<file path="src/rtl/swc_pkg.sv">
package swc_pkg;
  typedef enum logic [2:0] {
    ST_INIT, ST_SLEEP, ST_SEND, ST_WAIT, ST_HOLD, ST_AWAKE
  } swc_state_e;

  localparam logic [7:0] CMD_PIN_WAKE = 8'hC1;
  localparam logic [7:0] CMD_TMR_WAKE = 8'hC2;

  // true when one more event reaches the limit; a limit of zero acts as one
  function automatic logic reached(input logic [31:0] count, input logic [31:0] limit);
    logic [32:0] eff;
    eff = (limit == 32'd0) ? 33'd1 : {1'b0, limit};
    return ({1'b0, count} + 33'd1) >= eff;
  endfunction
endpackage

</file>
<file path="src/rtl/swc_sleep_timer.sv">
module swc_sleep_timer #(
  parameter int DIV = 10,
  parameter int UW  = 16
) (
  input  logic          clk,
  input  logic          rst_n,
  input  logic          clear,
  input  logic          run,
  input  logic          tick,
  input  logic [UW-1:0] period,
  output logic          expire
);
  localparam int DW = (DIV > 1) ? $clog2(DIV) : 1;

  logic [DW-1:0] div_q;
  logic [UW-1:0] unit_q;
  logic          last_div;

  assign last_div = (div_q == DW'(DIV - 1));
  assign expire   = run && tick && last_div && swc_pkg::reached(32'(unit_q), 32'(period));

  always_ff @(posedge clk or negedge rst_n) begin
    if (!rst_n) begin
      div_q  <= '0;
      unit_q <= '0;
    end else if (clear) begin
      div_q  <= '0;
      unit_q <= '0;
    end else if (run && tick) begin
      if (last_div) begin
        div_q  <= '0;
        unit_q <= unit_q + UW'(1);
      end else begin
        div_q <= div_q + DW'(1);
      end
    end
  end
endmodule

</file>
<file path="src/rtl/swc_wait_timer.sv">
module swc_wait_timer #(
  parameter int HW = 8
) (
  input  logic          clk,
  input  logic          rst_n,
  input  logic          clear,
  input  logic          run,
  input  logic          tick,
  input  logic [HW-1:0] limit,
  output logic          expire
);
  logic [HW-1:0] cnt_q;

  assign expire = run && tick && swc_pkg::reached(32'(cnt_q), 32'(limit));

  always_ff @(posedge clk or negedge rst_n) begin
    if (!rst_n)            cnt_q <= '0;
    else if (clear)        cnt_q <= '0;
    else if (run && tick)  cnt_q <= cnt_q + HW'(1);
  end
endmodule

</file>
<file path="src/rtl/swc_pin_watch.sv">
module swc_pin_watch #(
  parameter int W = 8
) (
  input  logic         clk,
  input  logic         rst_n,
  input  logic         capture,
  input  logic [W-1:0] pins,
  input  logic [W-1:0] mask,
  output logic [W-1:0] changed,
  output logic         hit
);
  logic [W-1:0] snap_q;

  function automatic logic [W-1:0] diff_bits(input logic [W-1:0] now_v,
                                              input logic [W-1:0] ref_v,
                                              input logic [W-1:0] sel);
    return (now_v ^ ref_v) & sel;
  endfunction

  assign changed = diff_bits(pins, snap_q, mask);
  assign hit     = |changed;

  always_ff @(posedge clk or negedge rst_n) begin
    if (!rst_n)       snap_q <= '0;
    else if (capture) snap_q <= pins;
  end
endmodule

</file>
<file path="src/rtl/swc_sleep_wake_ctrl.sv">
module swc_sleep_wake_ctrl
  import swc_pkg::*;
#(
  parameter int PIN_W           = 8,
  parameter int PERIOD_W        = 16,
  parameter int WAIT_W          = 8,
  parameter int HALVES_PER_UNIT = 10
) (
  input  logic                clk,
  input  logic                rst_n,
  input  logic                lp_strap_n,
  input  logic                half_tick,
  input  logic [PIN_W-1:0]    pin_in,
  input  logic [PIN_W-1:0]    pin_watch_mask,
  input  logic [PERIOD_W-1:0] sleep_period,
  input  logic [WAIT_W-1:0]   reply_wait,
  input  logic                reply_seen,
  input  logic                sleep_cmd,
  output logic                chk_req,
  output logic [7:0]          chk_cmd,
  output logic [1:0]          chk_len,
  output logic [PIN_W-1:0]    chk_pins,
  output logic [PIN_W-1:0]    chk_changed,
  output logic                asleep
);
  swc_state_e state_q, nxt;

  // named internal events
  logic             pin_hit, tmr_expire, wait_expire;
  logic             wake_pin_evt, wake_tmr_evt, retry_evt, give_up_evt, enter_sleep;
  logic [PIN_W-1:0] pin_changed;
  logic             attempt_q;

  logic [7:0]       cmd_q;
  logic [1:0]       len_q;
  logic [PIN_W-1:0] pins_q, chg_q;

  swc_pin_watch #(.W(PIN_W)) u_pins (
    .clk(clk), .rst_n(rst_n), .capture(enter_sleep),
    .pins(pin_in), .mask(pin_watch_mask),
    .changed(pin_changed), .hit(pin_hit)
  );

  swc_sleep_timer #(.DIV(HALVES_PER_UNIT), .UW(PERIOD_W)) u_sleep_tmr (
    .clk(clk), .rst_n(rst_n), .clear(enter_sleep),
    .run(state_q == ST_SLEEP), .tick(half_tick),
    .period(sleep_period), .expire(tmr_expire)
  );

  swc_wait_timer #(.HW(WAIT_W)) u_wait_tmr (
    .clk(clk), .rst_n(rst_n), .clear(state_q == ST_SEND),
    .run(state_q == ST_WAIT), .tick(half_tick),
    .limit(reply_wait), .expire(wait_expire)
  );

  assign wake_pin_evt = (state_q == ST_SLEEP) && pin_hit;
  assign wake_tmr_evt = (state_q == ST_SLEEP) && tmr_expire && !pin_hit;
  assign retry_evt    = (state_q == ST_WAIT) && !sleep_cmd && !reply_seen
                        && wait_expire && !attempt_q;
  assign give_up_evt  = (state_q == ST_WAIT) && !sleep_cmd && !reply_seen
                        && wait_expire && attempt_q;

  always_comb begin
    nxt = state_q;
    unique case (state_q)
      ST_INIT:  nxt = lp_strap_n ? ST_AWAKE : ST_SLEEP;
      ST_SLEEP: if (wake_pin_evt || wake_tmr_evt) nxt = ST_SEND;
      ST_SEND:  nxt = ST_WAIT;
      ST_WAIT: begin
        if (sleep_cmd)        nxt = ST_SLEEP;
        else if (reply_seen)  nxt = ST_HOLD;
        else if (retry_evt)   nxt = ST_SEND;
        else if (give_up_evt) nxt = ST_SLEEP;
      end
      ST_HOLD:  if (sleep_cmd) nxt = ST_SLEEP;
      ST_AWAKE: nxt = ST_AWAKE;
      default:  nxt = ST_INIT;
    endcase
  end

  assign enter_sleep = (nxt == ST_SLEEP) && (state_q != ST_SLEEP);

  always_ff @(posedge clk or negedge rst_n) begin
    if (!rst_n) begin
      state_q   <= ST_INIT;
      attempt_q <= 1'b0;
      cmd_q     <= '0;
      len_q     <= '0;
      pins_q    <= '0;
      chg_q     <= '0;
    end else begin
      state_q <= nxt;
      if (wake_pin_evt) begin
        attempt_q <= 1'b0;
        cmd_q     <= CMD_PIN_WAKE;
        len_q     <= 2'd2;
        pins_q    <= pin_in;
        chg_q     <= pin_changed;
      end else if (wake_tmr_evt) begin
        attempt_q <= 1'b0;
        cmd_q     <= CMD_TMR_WAKE;
        len_q     <= 2'd0;
        pins_q    <= '0;
        chg_q     <= '0;
      end else if (retry_evt) begin
        attempt_q <= 1'b1;
      end
    end
  end

  assign chk_req     = (state_q == ST_SEND);
  assign chk_cmd     = cmd_q;
  assign chk_len     = len_q;
  assign chk_pins    = pins_q;
  assign chk_changed = chg_q;
  assign asleep      = (state_q == ST_SLEEP);
endmodule

</file>
<file path="config.mk">
export PLATFORM = sky130hd
export DESIGN_NAME = swc_sleep_wake_ctrl
export DESIGN_NICKNAME = d
export VERILOG_FILES = /design/src/rtl/swc_pkg.sv /design/src/rtl/swc_sleep_timer.sv /design/src/rtl/swc_wait_timer.sv /design/src/rtl/swc_pin_watch.sv /design/src/rtl/swc_sleep_wake_ctrl.sv
export SDC_FILE = /design/constraint.sdc
export NUM_CORES = 1
export LEC_CHECK = 0
export ABC_AREA = 1
export ABC_CLOCK_PERIOD_IN_PS = 5300
export BUFFER_PORTS_ARGS = -buffer_cell sky130_fd_sc_hd__buf_2
export CELL_PAD_IN_SITES_DETAIL_PLACEMENT = 0
export CELL_PAD_IN_SITES_GLOBAL_PLACEMENT = 1
export CORE_ASPECT_RATIO = 1.5
export CORE_MARGIN = 4
export CORE_UTILIZATION = 41
export DETAILED_ROUTE_END_ITERATION = 8
export GPL_ROUTABILITY_DRIVEN = 0
export PLACE_DENSITY = 0.91
export SLEW_MARGIN = 20
export SYNTH_ARGS = -nofsm -noshare
export SYNTH_HDL_FRONTEND = slang
export SYNTH_HIERARCHICAL = 1
export SYNTH_SLANG_ARGS = --single-unit
</file>
<file path="constraint.sdc">
create_clock -name clk -period 5.3 [get_ports clk]
set_input_delay 0.53 -clock clk [delete_from_list [all_inputs] [get_ports clk]]
set_output_delay 0.53 -clock clk [all_outputs]
set_load 0.01 [all_outputs]
</file>
Word-level counts from Yosys, hierarchy flattened
Index checks and enable logic that the tools add are counted.
Widths: inputs -> output; s select.
- register bits: 66
- input port bits: 46
- output and inout port bits: 28
- logic and storage cells: 84
- add/subtract/negate cells: 5
- order comparisons: 2
- equality and inequality tests: 8
- mux-type cells: 28
- bitwise logic cells: 2
- reduce and logical (&&, ||, !) cells: 29
- operator list (kind ; count):
    $ge 33x33->1 ; 2
    $mux 16 ; 4
    $mux 8 ; 8
    $mux 3 ; 7
    $pmux 3 s6 ; 1
    $add 16x1->17 const B ; 1
    $add 16x1->16 const B ; 1
    $logic_not 16->1 ; 1
    $logic_and 1x1->1 ; 14
    $mux 4 ; 3
    $add 8x1->9 const B ; 1
    $add 8x1->8 const B ; 1
    $and 8x8->8 ; 1
    $logic_not 8->1 ; 1
    $reduce_bool 2->1 ; 4
    $reduce_or 8->1 ; 1
    $xor 8x8->8 ; 1
    $eq 3x1->1 const B ; 2
    $eq 3x2->1 const B ; 2
    $eq 3x3->1 const B ; 2
    $add 4x1->4 const B ; 1
    $eq 4x4->1 const B ; 1
    $logic_not 1->1 ; 4
    $mux 2 ; 2
    other kinds (6) ; 8

Depth between registers and ports, before layout
Gate-level depths: netlist of run 1.
- depth in word-level cells: 15
- gate-level depth with buffers: 29
- mapped depth without buffers: 29

Cells and area by module
The synthesis of run 1 kept the hierarchy.
- modules (own cells, without submodules) (module ; times used ; cells an instance ; area each (sq um) ; seq. area each (sq um)):
    swc_sleep_timer ; 1 ; 251 ; 1756.7 ; 500.5
    swc_sleep_wake_ctrl ; 1 ; 103 ; 1044.8 ; 575.6
    swc_wait_timer ; 1 ; 90 ; 668.1 ; 200.2
    swc_pin_watch ; 1 ; 80 ; 498.0 ; 200.2

Worst setup path after synthesis of run 1
No wires, ideal clock.
- path kind: flip-flop to flip-flop
- from: reg u_sleep_tmr.unit_q[0]
- to: reg u_sleep_tmr.unit_q[2]
- data arrival time: 3.771 ns
- path slack: 1.408 ns
- cell stages (with the launch flop): 28
- path buffers: 0
- clock period less this slack: 3.892 ns
- cell sequence: dfrtp_1 -> ha_1 -> nand3_1 -> inv_2 -> nand2_2 -> clkinv_2 -> nand2_1 -> xor2_1 -> inv_1 -> ha_1 -> nand2_1 -> o21bai_1 -> nand2_1 -> nand2_1 -> nand3_1 -> nor2_2 -> nor2_2 -> o21ai_2 -> nand2_1 -> nor2_1 -> nand2_1 -> a21oi_1 -> inv_1 -> nand2_1 -> inv_1 -> nor2_2 -> inv_1 -> a22o_1
- longest elaborated chain between the ends: 12
- elaborated cells between the ends (all ways): 17
- ends and longest elaborated chain (what ; line ; source):
    start: declaration ; swc_sleep_timer.sv:16 ; logic [UW-1:0] unit_q;
    start signal: assignment ; swc_sleep_timer.sv:32 ; unit_q <= unit_q + UW'(1);
    $add 16x1->17 * ; swc_pkg.sv:13 ; return ({1'b0, count} + 33'd1) >= eff;
    $ge 33x33->1 * ; swc_pkg.sv:13 ;
    $logic_and 1x1->1 * ; swc_sleep_timer.sv:20 ; assign expire = run && tick && last_div && swc_pkg::reached(32'(unit_q), 32'(period));
    named net tmr_expire ; swc_sleep_wake_ctrl.sv:29 ; logic pin_hit, tmr_expire, wait_expire;
    $logic_and 1x1->1 * (2 in series) ; swc_sleep_wake_ctrl.sv:57 ; assign wake_tmr_evt = (state_q == ST_SLEEP) && tmr_expire && !pin_hit;
    $logic_or 1x1->1 * ; swc_sleep_wake_ctrl.sv:67 ; ST_SLEEP: if (wake_pin_evt || wake_tmr_evt) nxt = ST_SEND;
    $mux 3 * ; swc_sleep_wake_ctrl.sv:67 ;
    $pmux 3 s6 * ; swc_sleep_wake_ctrl.sv:65 ; unique case (state_q)
    $eq 3x1->1 * ; swc_sleep_wake_ctrl.sv:81 ; assign enter_sleep = (nxt == ST_SLEEP) && (state_q != ST_SLEEP);
    $logic_and 1x1->1 * ; swc_sleep_wake_ctrl.sv:81 ;
    named net enter_sleep ; swc_sleep_wake_ctrl.sv:30 ; logic wake_pin_evt, wake_tmr_evt, retry_evt, give_up_evt, enter_sleep;
    $reduce_bool 2->1 (no line) ; -- ;
    $reduce_and 2->1 (no line) ; -- ;
The timed path passes the listed nets; every way through them passes the cells marked *. The select of a mux whose other input is x is not followed.
A chain may end at the register's enable or synchronous reset.

Worst setup path after layout of run 1
Ends and elaborated chain as after synthesis.

==> results.sh, run 1 <==
export IMPL_cts_max_path_buffers=2
export IMPL_ir_drop_uv=452
export IMPL_die_y_um=128
export IMPL_routed_wl_um=8900
export IMPL_cts_root_buf="clkbuf_16"
export IMPL_grtUsageTotal=0.168
export IMPL_status="complete, no violations"
export IMPL_die_width_um=88.3
export IMPL_antenna_found_initial=0
export IMPL_min_period_ns=4.70
export IMPL_final_util=0.504
export IMPL_report_final_slew_viol_count=0
export IMPL_wire_per_inst_um=12.4
export IMPL_grt_max_degree=60
export IMPL_dr_total_vias=3529
export IMPL_first_pass_iters=4
export IMPL_ys_flop_type="dfrtp_1"
export IMPL_syn_area_per_cell_um2=7.57
export IMPL_diodes=0
export IMPL_drc_errors=0
export IMPL_worst_slew_pin_transition_ns=0.748
export IMPL_power_density_nw_per_um2=472
export IMPL_crit_slowest_cell="nor2_2"
export IMPL_cp_required_ns=5.50
export IMPL_vias_per_cell=4.94
export IMPL_h_tree_depth=3
export IMPL_crit_path_max_incr_delay_ns=0.48
export IMPL_ys_warn_count=6
export IMPL_yosys_area_share_simple=0.260
export IMPL_regArea_um2=1480
export IMPL_postCtsResizedCells=0
export IMPL_p_leak_uw=0.00271
export IMPL_fin_crit_sh=0.887
export IMPL_first_iter_violations=120
export IMPL_path_class="reg2reg"
export IMPL_rsz0062_at_grt="no"
export IMPL_ys_top_cells_by_area="dfrtp_1 37%, nand2_1 12%, inv_1 9.8%"
export IMPL_numCtsBuffers=9
export IMPL_finalSetupViolCount=0
export IMPL_path_common_cell="nand2_1"
export IMPL_cts_tree="yes"
export IMPL_synth_compound_area_frac=0.122
export IMPL_slew_headroom=0.501
export IMPL_netlist_top_cell_by_area="dfrtp_1"
export IMPL_skew_ns=0.00839
export IMPL_async_reset_ff_frac=1.00
export IMPL_nets=672
export IMPL_ys_ff_latch=59
export IMPL_synth_top_family_by_area="simple AND/OR/NAND/NOR gates"
export IMPL_synthToLayoutAreaGrowth_pct=19.0
export IMPL_grt_pass1_wl_um=15100
export IMPL_drive_above_1_share=0.204
export IMPL_syn_inst=524
export IMPL_ys_seq_area_frac=0.372
export IMPL_cp_arrival_ns=4.91
export IMPL_coreArea_um2=9360
export IMPL_setup_tns_ns=0
export IMPL_ys_types=41
export IMPL_grt_ovfl_total=0
export IMPL_port_buffer_count=68
export IMPL_startpoint_type="flip-flop"
export IMPL_fp_dieArea_um2=11300
export IMPL_clk_pin_slew_ns=0.05
export IMPL_worstSetupEndpointType="flip-flop"
export IMPL_synth_xor_area_frac=0.0284
export IMPL_hold_viol_final=0
export IMPL_first_global_vias=3481
export IMPL_synth_adder_area_share=0.0883
export IMPL_cts_num_sinks=59
export IMPL_ctsHoldBuffers=0
export IMPL_dp_hpwl_um=7100
export IMPL_yosysTopAreaCellShare=0.372
export IMPL_layout_commonest_cell="nand2_1"
export IMPL_layout_common_cells="125 x nand2_1, 104 x inv_1, 68 x buf_2, 59 x dfrtp_1"
export IMPL_multi_input_area_um2=2000
export IMPL_syn_area_um2=3970
export IMPL_cp_max_fo=19
export IMPL_initial_core_util=0.424
export IMPL_cts_setup_buffers=0
export IMPL_rows=43
export IMPL_maxCapViolCount=0
export IMPL_max_freq_ghz=0.213
export IMPL_detail_route_antenna_nets=0
export IMPL_synth_edff_count=0
export IMPL_min_path_type="in2async"
export IMPL_io_pins=74
export IMPL_fillers=932
export IMPL_clk_latency_ns=0.33
export IMPL_muxShareOfSynthArea=0
-- cells in the mapped netlist, types with 4 or more instances --
master,instances
o21ai_1,6
dfrtp_1,59
nand2_1,125
a22o_2,8
nor2_2,8
nand3_1,34
ha_1,28
xor2_1,11
inv_1,104
nor2_1,34
nor3_1,4
inv_2,4
buf_4,9
o21ai_0,17
nand4_1,9
o22ai_1,9
a21oi_1,11
a22o_1,12
-- layout make-up --
| cell class | count | share of cell area |
|---|---|---|
| clock buffers | 11 | 0.0536 |
| clock inverters | 5 | 0.0159 |
| inverters | 110 | 0.0878 |
| multi-input cells | 347 | 0.423 |
| flip-flops and latches | 59 | 0.313 |
| well taps | 112 | 0.0297 |
| repair buffers | 71 | 0.0769 |
-- critical path: cells and delay by family (launching register included) --
family | cells | cell delay (ns)
AO/OA/AOI/OAI | 4 | 0.59
XOR/XNOR | 1 | 0.20
adder cells (fa/ha/maj) | 2 | 0.57
buffers and inverters | 8 | 1.05
flip-flops | 1 | 0.44
AND/OR/NAND/NOR | 14 | 1.72
-- path summary, 6_finish.rpt --
| check | start | end | slack [ns] | depth (start not counted) |
|---|---|---|---|---|
| min in group clk | pin_in[0] | u_pins/snap_q[0] | 0.47 | 3 |
| max | u_sleep_tmr/unit_q[0] | u_sleep_tmr/unit_q[2] | 0.60 | 29 |
| max in group asynchronous | rst_n | chk_changed[2] | 4.45 | 2 |
| max reg2reg | u_sleep_tmr/unit_q[0] | u_sleep_tmr/unit_q[2] | 0.60 | 29 |
| min | rst_n | chk_pins[6] | 0.34 | 2 |
| min reg2reg | chk_cmd[6] | chk_cmd[6] | 0.48 | 1 |
-- metal layers --
layer | vias to the layer above | GRT usage | routed length, um
li1 | 1816 | - | -
met1 | 1614 | 0.192 | 3710
met2 | 79 | 0.295 | 4520
met3 | 20 | 0.0295 | 409
met4 | 0 | 0.0854 | 262
met5 | - | 0 | 0
-- cells by family after synthesis --
family,Yosys count
DFF,59
AOI/OAI and AO/OA,72
xor gates and xnor gates,12
adders and majority gates,28
buffers and inverters,122
other,1
and+or+nand+nor,230
-- stage by stage --
stage | cell area [um^2] | cells | hold WS, ns | worst slack (ns) | total power [uW]
floorplan | 3980 | 528 | 0.234 | 1.41 | 1370
global placement | 4390 | 699 | 0.468 | 0.797 | 1580
detailed placement | 4390 | 699 | 0.481 | 0.637 | 1610
CTS | 4720 | 715 | 0.386 | 0.586 | 2250
global route | 4720 | 715 | 0.430 | 0.0666 | 2430
finish | 4720 | 715 | 0.338 | 0.597 | 2230
-- sequential cells by signal, summed over array words and instances (netlist names) --
signal / count
u_sleep_tmr/unit_q: 16
u_pins/snap_q: 8
attempt_q: 1
u_sleep_tmr/div_q: 4
chk_changed: 8
state_q: 3
chk_pins: 8
u_wait_tmr/cnt_q: 8
chk_cmd: 3
-- power by group --
part           internal (uW)  total (uW)  switching [uW]
combinational            344         865             520
sequential               611         735             124
clock                    434         628             194
total                   1390        2230             838
(Power assumes the default switching activity.)
==> run 2, diff against run 1 <==
--- a/config.mk
+++ b/config.mk
@@ -6,16 +6,16 @@
 export NUM_CORES = 1
 export LEC_CHECK = 0
 export ABC_AREA = 1
-export ABC_CLOCK_PERIOD_IN_PS = 5300
+export ABC_CLOCK_PERIOD_IN_PS = 4200
 export BUFFER_PORTS_ARGS = -buffer_cell sky130_fd_sc_hd__buf_2
 export CELL_PAD_IN_SITES_DETAIL_PLACEMENT = 0
 export CELL_PAD_IN_SITES_GLOBAL_PLACEMENT = 1
 export CORE_ASPECT_RATIO = 1.5
 export CORE_MARGIN = 4
-export CORE_UTILIZATION = 41
+export CORE_UTILIZATION = 37
 export DETAILED_ROUTE_END_ITERATION = 8
 export GPL_ROUTABILITY_DRIVEN = 0
-export PLACE_DENSITY = 0.91
+export PLACE_DENSITY = 0.87
 export SLEW_MARGIN = 20
 export SYNTH_ARGS = -nofsm -noshare
 export SYNTH_HDL_FRONTEND = slang
==> constraint.sdc (replaced) <==
create_clock -name clk -period 4.2 [get_ports clk]
set_input_delay 0.42 -clock clk [delete_from_list [all_inputs] [get_ports clk]]
set_output_delay 0.42 -clock clk [all_outputs]
set_load 0.01 [all_outputs]
==> results.sh, run 2 (synthesis gave the netlist of run 1 again) <==
export IMPL_status="complete, no violations"
export IMPL_grt_use_met3=0.0334
export IMPL_dp_hpwl_um=7180
export IMPL_grtUsageTotal=0.156
export IMPL_busiest_layer="met2"
export IMPL_grt_ovfl_total=0
export IMPL_worst_slew_pin_transition_ns=0.745
export IMPL_ir_drop_uv=281
export IMPL_skew_ns=0.00609
export IMPL_power_density_nw_per_um2=588
export IMPL_coreArea_um2=10500
export IMPL_largest_register_ffs=16
export IMPL_first_iter_violations=140
export IMPL_setup_tns_ns=0
export IMPL_finalSetupViolCount=0
export IMPL_nets=676
export IMPL_antenna_found_initial=0
export IMPL_diodes=0
export IMPL_cp_required_ns=4.42
export IMPL_holdWs_ns=0.224
export IMPL_port_buffer_count=68
export IMPL_min_period_ns=3.82
export IMPL_maxCapViolCount=0
export IMPL_cts_tree="yes"
export IMPL_ctsHoldBuffers=0
export IMPL_grt_pass1_wl_um=15500
export IMPL_initial_core_util=0.377
export IMPL_grt_max_degree=60
export IMPL_path_class="reg2reg"
export IMPL_ff2ff_setup_slack_ns=0.38
export IMPL_drive_above_1_share=0.213
export IMPL_r2r_start="u_sleep_tmr/unit_q[0]"
export IMPL_slew_headroom=0.503
export IMPL_place_ws_ns=0.136
export IMPL_startpoint_type="flip-flop"
export IMPL_min_path_type="in2async"
export IMPL_rr_worst_depth=27
export IMPL_p_leak_uw=0.00271
export IMPL_detail_route_antenna_nets=0
export IMPL_layout_commonest_cell="nand2_1"
export IMPL_clk_pin_slew_ns=0.06
export IMPL_cts_root_buf="clkbuf_16"
export IMPL_total_power_uw=2810
export IMPL_first_pass_iters=5
export IMPL_fillers=1030
export IMPL_cts_num_sinks=59
export IMPL_hold_viol_final=0
export IMPL_rsz0062_at_grt="no"
export IMPL_regMostFlops="u_sleep_tmr/unit_q"
export IMPL_die_width_um=92.6
export IMPL_rows=46
export IMPL_worstSetupEndpointType="flip-flop"
export IMPL_wire_per_inst_um=12.3
export IMPL_io_pins=74
export IMPL_numCtsBuffers=9
export IMPL_cp_max_fo=7
export IMPL_fp_dieArea_um2=12500
export IMPL_cts_max_path_buffers=2
export IMPL_r2r_end="u_sleep_tmr/unit_q[1]"
export IMPL_synthToLayoutAreaGrowth_pct=20.4
export IMPL_first_global_vias=3529
export IMPL_routed_wl_um=9220
export IMPL_clk_latency_ns=0.34
export IMPL_fin_crit_sh=0.910
export IMPL_cp_arrival_ns=4.04
export IMPL_grtUsageMet2=0.275
export IMPL_die_y_um=135
export IMPL_vias_per_cell=4.74
export IMPL_drc_errors=0
export IMPL_report_final_slew_viol_count=0
export IMPL_setup_ws_ns=0.380
export IMPL_max_freq_ghz=0.262
export IMPL_h_tree_depth=3
export IMPL_layout_common_cells="125 x nand2_1, 104 x inv_1, 68 x buf_2, 59 x dfrtp_1, 34 x nor2_1"
export IMPL_dr_total_vias=3562
export IMPL_grtUsageMet1=0.177
==> run 2: layout make-up <==
cell class | count | area, um^2 | area share
Clock buffer | 9 | 225 | 0.0471
Clock inverter | 7 | 77.6 | 0.0162
Inverter | 110 | 414 | 0.0867
Multi-Input combinational cell | 347 | 2010 | 0.421
Sequential cell | 59 | 1480 | 0.309
Tap cell | 144 | 180 | 0.0377
Timing Repair Buffer | 75 | 393 | 0.0822
==> run 2: what timing repair did <==
item,4_1_cts,5_1_grt
gates resized for setup,0,3
buffers inserted,0,2
endpoints found under the setup margin,0,13
==> run 2: power breakdown <==
| group | internal (uW) | switching, uW | leakage, uW |
|---|---|---|---|
| Clock | 462 | 283 | 0.000146 |
| Combinational | 452 | 684 | 0.00180 |
| Sequential | 770 | 159 | 0.000768 |
==> run 2: how the worst max path moves through the flow <==
stage | from | to | slack, ns | depth (start not counted)
6_report | u_sleep_tmr/unit_q[0] | u_sleep_tmr/unit_q[1] | 0.38 | 27
4_1_cts | u_sleep_tmr/unit_q[0] | u_sleep_tmr/unit_q[1] | 0.11 | 27
3_3_place_gp | u_sleep_tmr/unit_q[0] | u_sleep_tmr/unit_q[2] | 0.27 | 28
3_5_place_dp | u_sleep_tmr/unit_q[0] | u_sleep_tmr/unit_q[1] | 0.14 | 27
5_1_grt | u_sleep_tmr/unit_q[0] | u_sleep_tmr/unit_q[1] | 0.04 | 28
2_1_floorplan | u_sleep_tmr/unit_q[0] | u_sleep_tmr/unit_q[2] | 0.31 | 27
==> run 2: per-layer routing <==
layer / up-vias / wire [um]
li1: 1821 / -
met1: 1640 / 3850
met2: 84 / 4700
met3: 17 / 442
met4: 0 / 231
met5: - / 0
==> run 2: stage by stage <==
step	std cells	utilization	area, um^2
floorplan	528	-	3980
global placement	733	0.422	4450
detailed placement	733	0.422	4450
CTS	749	0.451	4750
global route	751	0.454	4780
finish	751	0.454	4780
==> run 2: critical path, stage by stage, from the launching register on <==
cell	delay [ns]
dfrtp_1	0.44
ha_1	0.26
nand3_2	0.11
inv_2	0.04
nand2_2	0.10
clkinv_2	0.08
nand2_1	0.07
xor2_1	0.20
inv_1	0.07
ha_1	0.31
nand2_1	0.08
o21bai_1	0.10
nand2_1	0.07
nand2_1	0.06
nand3_1	0.09
nor2_2	0.15
nor2_2	0.06
o21ai_2	0.15
nand2_1	0.06
nor2_1	0.14
nand2_1	0.08
a21oi_2	0.14
inv_1	0.09
nand2_1	0.14
inv_1	0.11
nor2_4	0.17
inv_1	0.14
a22o_1	0.21
==> run 3, diff against run 2 <==
--- a/config.mk
+++ b/config.mk
@@ -11,11 +11,11 @@
 export CELL_PAD_IN_SITES_DETAIL_PLACEMENT = 0
 export CELL_PAD_IN_SITES_GLOBAL_PLACEMENT = 1
 export CORE_ASPECT_RATIO = 1.5
-export CORE_MARGIN = 4
+export CORE_MARGIN = 1
 export CORE_UTILIZATION = 37
 export DETAILED_ROUTE_END_ITERATION = 8
 export GPL_ROUTABILITY_DRIVEN = 0
-export PLACE_DENSITY = 0.87
+export PLACE_DENSITY_LB_ADDON = 0.05
 export SLEW_MARGIN = 20
 export SYNTH_ARGS = -nofsm -noshare
 export SYNTH_HDL_FRONTEND = slang
==> results.sh, run 3 (synthesis gave the netlist of run 1 again) <==
export IMPL_nets=675
export IMPL_min_path_type="in2async"
export IMPL_first_global_vias=3571
export IMPL_first_iter_violations=130
export IMPL_path_common_cell="nand2_1"
export IMPL_cts_num_sinks=59
export IMPL_drc_errors=0
export IMPL_cp_arrival_ns=3.92
export IMPL_min_period_ns=3.73
export IMPL_comb_power_share=0.385
export IMPL_cts_max_path_buffers=2
export IMPL_coreArea_um2=10200
export IMPL_die_width_um=86.6
export IMPL_layout_commonest_cell="nand2_1"
export IMPL_grt_ovfl_total=0
export IMPL_ctsHoldBuffers=0
export IMPL_rr_worst_depth=29
export IMPL_fp_dieArea_um2=11100
export IMPL_max_freq_ghz=0.268
export IMPL_clk_latency_ns=0.33
export IMPL_crit_slowest_cell="dfrtp_1"
export IMPL_ff2ff_setup_slack_ns=0.47
export IMPL_dr_total_vias=3563
export IMPL_clk_pin_slew_ns=0.06
export IMPL_status="complete, no violations"
export IMPL_worst_slew_pin_transition_ns=0.766
export IMPL_crit_family="simple AND/OR/NAND/NOR gates"
export IMPL_numCtsBuffers=9
export IMPL_final_util=0.473
export IMPL_r2r_start="u_sleep_tmr/unit_q[0]"
export IMPL_port_buffer_count=68
export IMPL_path_class="reg2reg"
export IMPL_seq_power_share=0.308
export IMPL_cts_tree="yes"
export IMPL_fin_crit_sh=0.888
export IMPL_routed_wl_um=10000
export IMPL_largest_register_ffs=16
export IMPL_clockPowerShare=0.307
export IMPL_report_final_slew_viol_count=0
export IMPL_cts_root_buf="clkbuf_16"
export IMPL_skew_ns=0.00988
export IMPL_regMostFlops="u_sleep_tmr/unit_q"
export IMPL_io_pins=74
export IMPL_detail_route_antenna_nets=0
export IMPL_drive_above_1_share=0.210
export IMPL_wire_per_inst_um=13.4
export IMPL_die_y_um=129
export IMPL_rows=45
export IMPL_h_tree_depth=3
export IMPL_hold_viol_final=0
export IMPL_slew_headroom=0.489
export IMPL_setup_tns_ns=0
export IMPL_power_share_switching=0.371
export IMPL_finalSetupViolCount=0
export IMPL_initial_core_util=0.387
export IMPL_dp_hpwl_um=7990
export IMPL_fillers=1049
export IMPL_regArea_um2=1480
export IMPL_antenna_found_initial=0
export IMPL_r2r_end="u_sleep_tmr/unit_q[4]"
export IMPL_p_sw_uw=1120
export IMPL_maxCapViolCount=0
export IMPL_p_leak_uw=0.00274
export IMPL_ir_drop_uv=214
export IMPL_synthToLayoutAreaGrowth_pct=22.1
export IMPL_crit_buf_inv=6
export IMPL_crit_path_max_incr_delay_ns=0.44
export IMPL_internal_power_uw=1900
export IMPL_worstSetupEndpointType="flip-flop"
export IMPL_layout_common_cells="125 x nand2_1, 104 x inv_1, 68 x buf_2, 59 x dfrtp_1, 34 x nor2_1"
export IMPL_first_pass_iters=4
export IMPL_grtUsageTotal=0.196
export IMPL_rsz0062_at_grt="no"
export IMPL_power_density_nw_per_um2=622
export IMPL_startpoint_type="flip-flop"
export IMPL_vias_per_cell=4.77
export IMPL_grt_pass1_wl_um=16500
export IMPL_cp_required_ns=4.39
export IMPL_cp_max_fo=6
export IMPL_multi_input_area_um2=2010
export IMPL_diodes=0
export IMPL_grt_max_degree=60
==> run 3: cell types whose count changed in the layout (fill, tap and decap cells not counted), sizes merged <==
cell      before  now
clkinvlp       1    0
clkbuf         9   12
clkinv         6    2
inv          109  108
buf           75   74
bufinv         1    4
==> run 3: worst register-to-register path, delay by kind of cell (launching register included) <==
kind	cells	cell delay [ns]
simple gates	17	1.47
flops	1	0.44
xor+xnor	1	0.20
compound gates	3	0.37
fa+ha+maj	2	0.57
buf+inv	6	0.52
==> run 3: timing repair <==
| action | CTS | global route |
|---|---|---|
| resized for setup | 0 | 4 |
| setup buffers | 0 | 1 |
| endpoints found under the setup margin | 0 | 17 |
==> run 3: worst max path at each step <==
stage                                startpoint  slack, ns                     to  depth (start not counted)
after floorplan           u_sleep_tmr/unit_q[0]       0.31  u_sleep_tmr/unit_q[2]                         27
final                     u_sleep_tmr/unit_q[0]       0.47  u_sleep_tmr/unit_q[4]                         29
after detailed placement  u_sleep_tmr/unit_q[0]       0.12  u_sleep_tmr/unit_q[4]                         27
after global placement    u_sleep_tmr/unit_q[0]       0.16  u_sleep_tmr/unit_q[4]                         25
after global routing      u_sleep_tmr/unit_q[0]      0.003  u_sleep_tmr/unit_q[4]                         29
after CTS                 u_sleep_tmr/unit_q[0]        0.1  u_sleep_tmr/unit_q[4]                         27
==> run 3: power groups by stage <==
stage | Combinational [uW] | Sequential, uW | Clock (uW)
finish | 1160 | 929 | 924
global route | 1330 | 957 | 977
CTS | 1150 | 928 | 941
detailed placement | 1150 | 935 | 0
global placement | 1130 | 930 | 0
floorplan | 792 | 938 | 0
==> run 3: area by class of cell <==
class / count / area share
inverter: 110 / 0.0855
tap: 141 / 0.0364
timing repair buffer: 74 / 0.0803
clock buffer: 12 / 0.0529
multi-input combinational: 347 / 0.415
clock inverter: 4 / 0.0248
sequential: 59 / 0.305
==> run 3: per-layer routing <==
metal / GRT usage / share of wire / vias up
met3: 0.0366 / 0.035 / 19
li1: - / - / 1821
met2: 0.381 / 0.54 / 79
met4: 0.100 / 0.034 / 0
met5: 0 / 0 / -
met1: 0.194 / 0.39 / 1644
==> run 3: per-stage QoR <==
stage | setup slack [ns] | hold WS (ns) | area, um^2 | total power (uW) | instances
5_1_grt | 0.00277 | 0.319 | 4840 | 3270 | 747
6_report | 0.471 | 0.254 | 4840 | 3010 | 747
3_3_place_gp | 0.165 | 0.473 | 4440 | 2060 | 730
2_1_floorplan | 0.308 | 0.124 | 3980 | 1730 | 528
4_1_cts | 0.0974 | 0.289 | 4820 | 3020 | 746
3_5_place_dp | 0.122 | 0.482 | 4440 | 2080 | 730
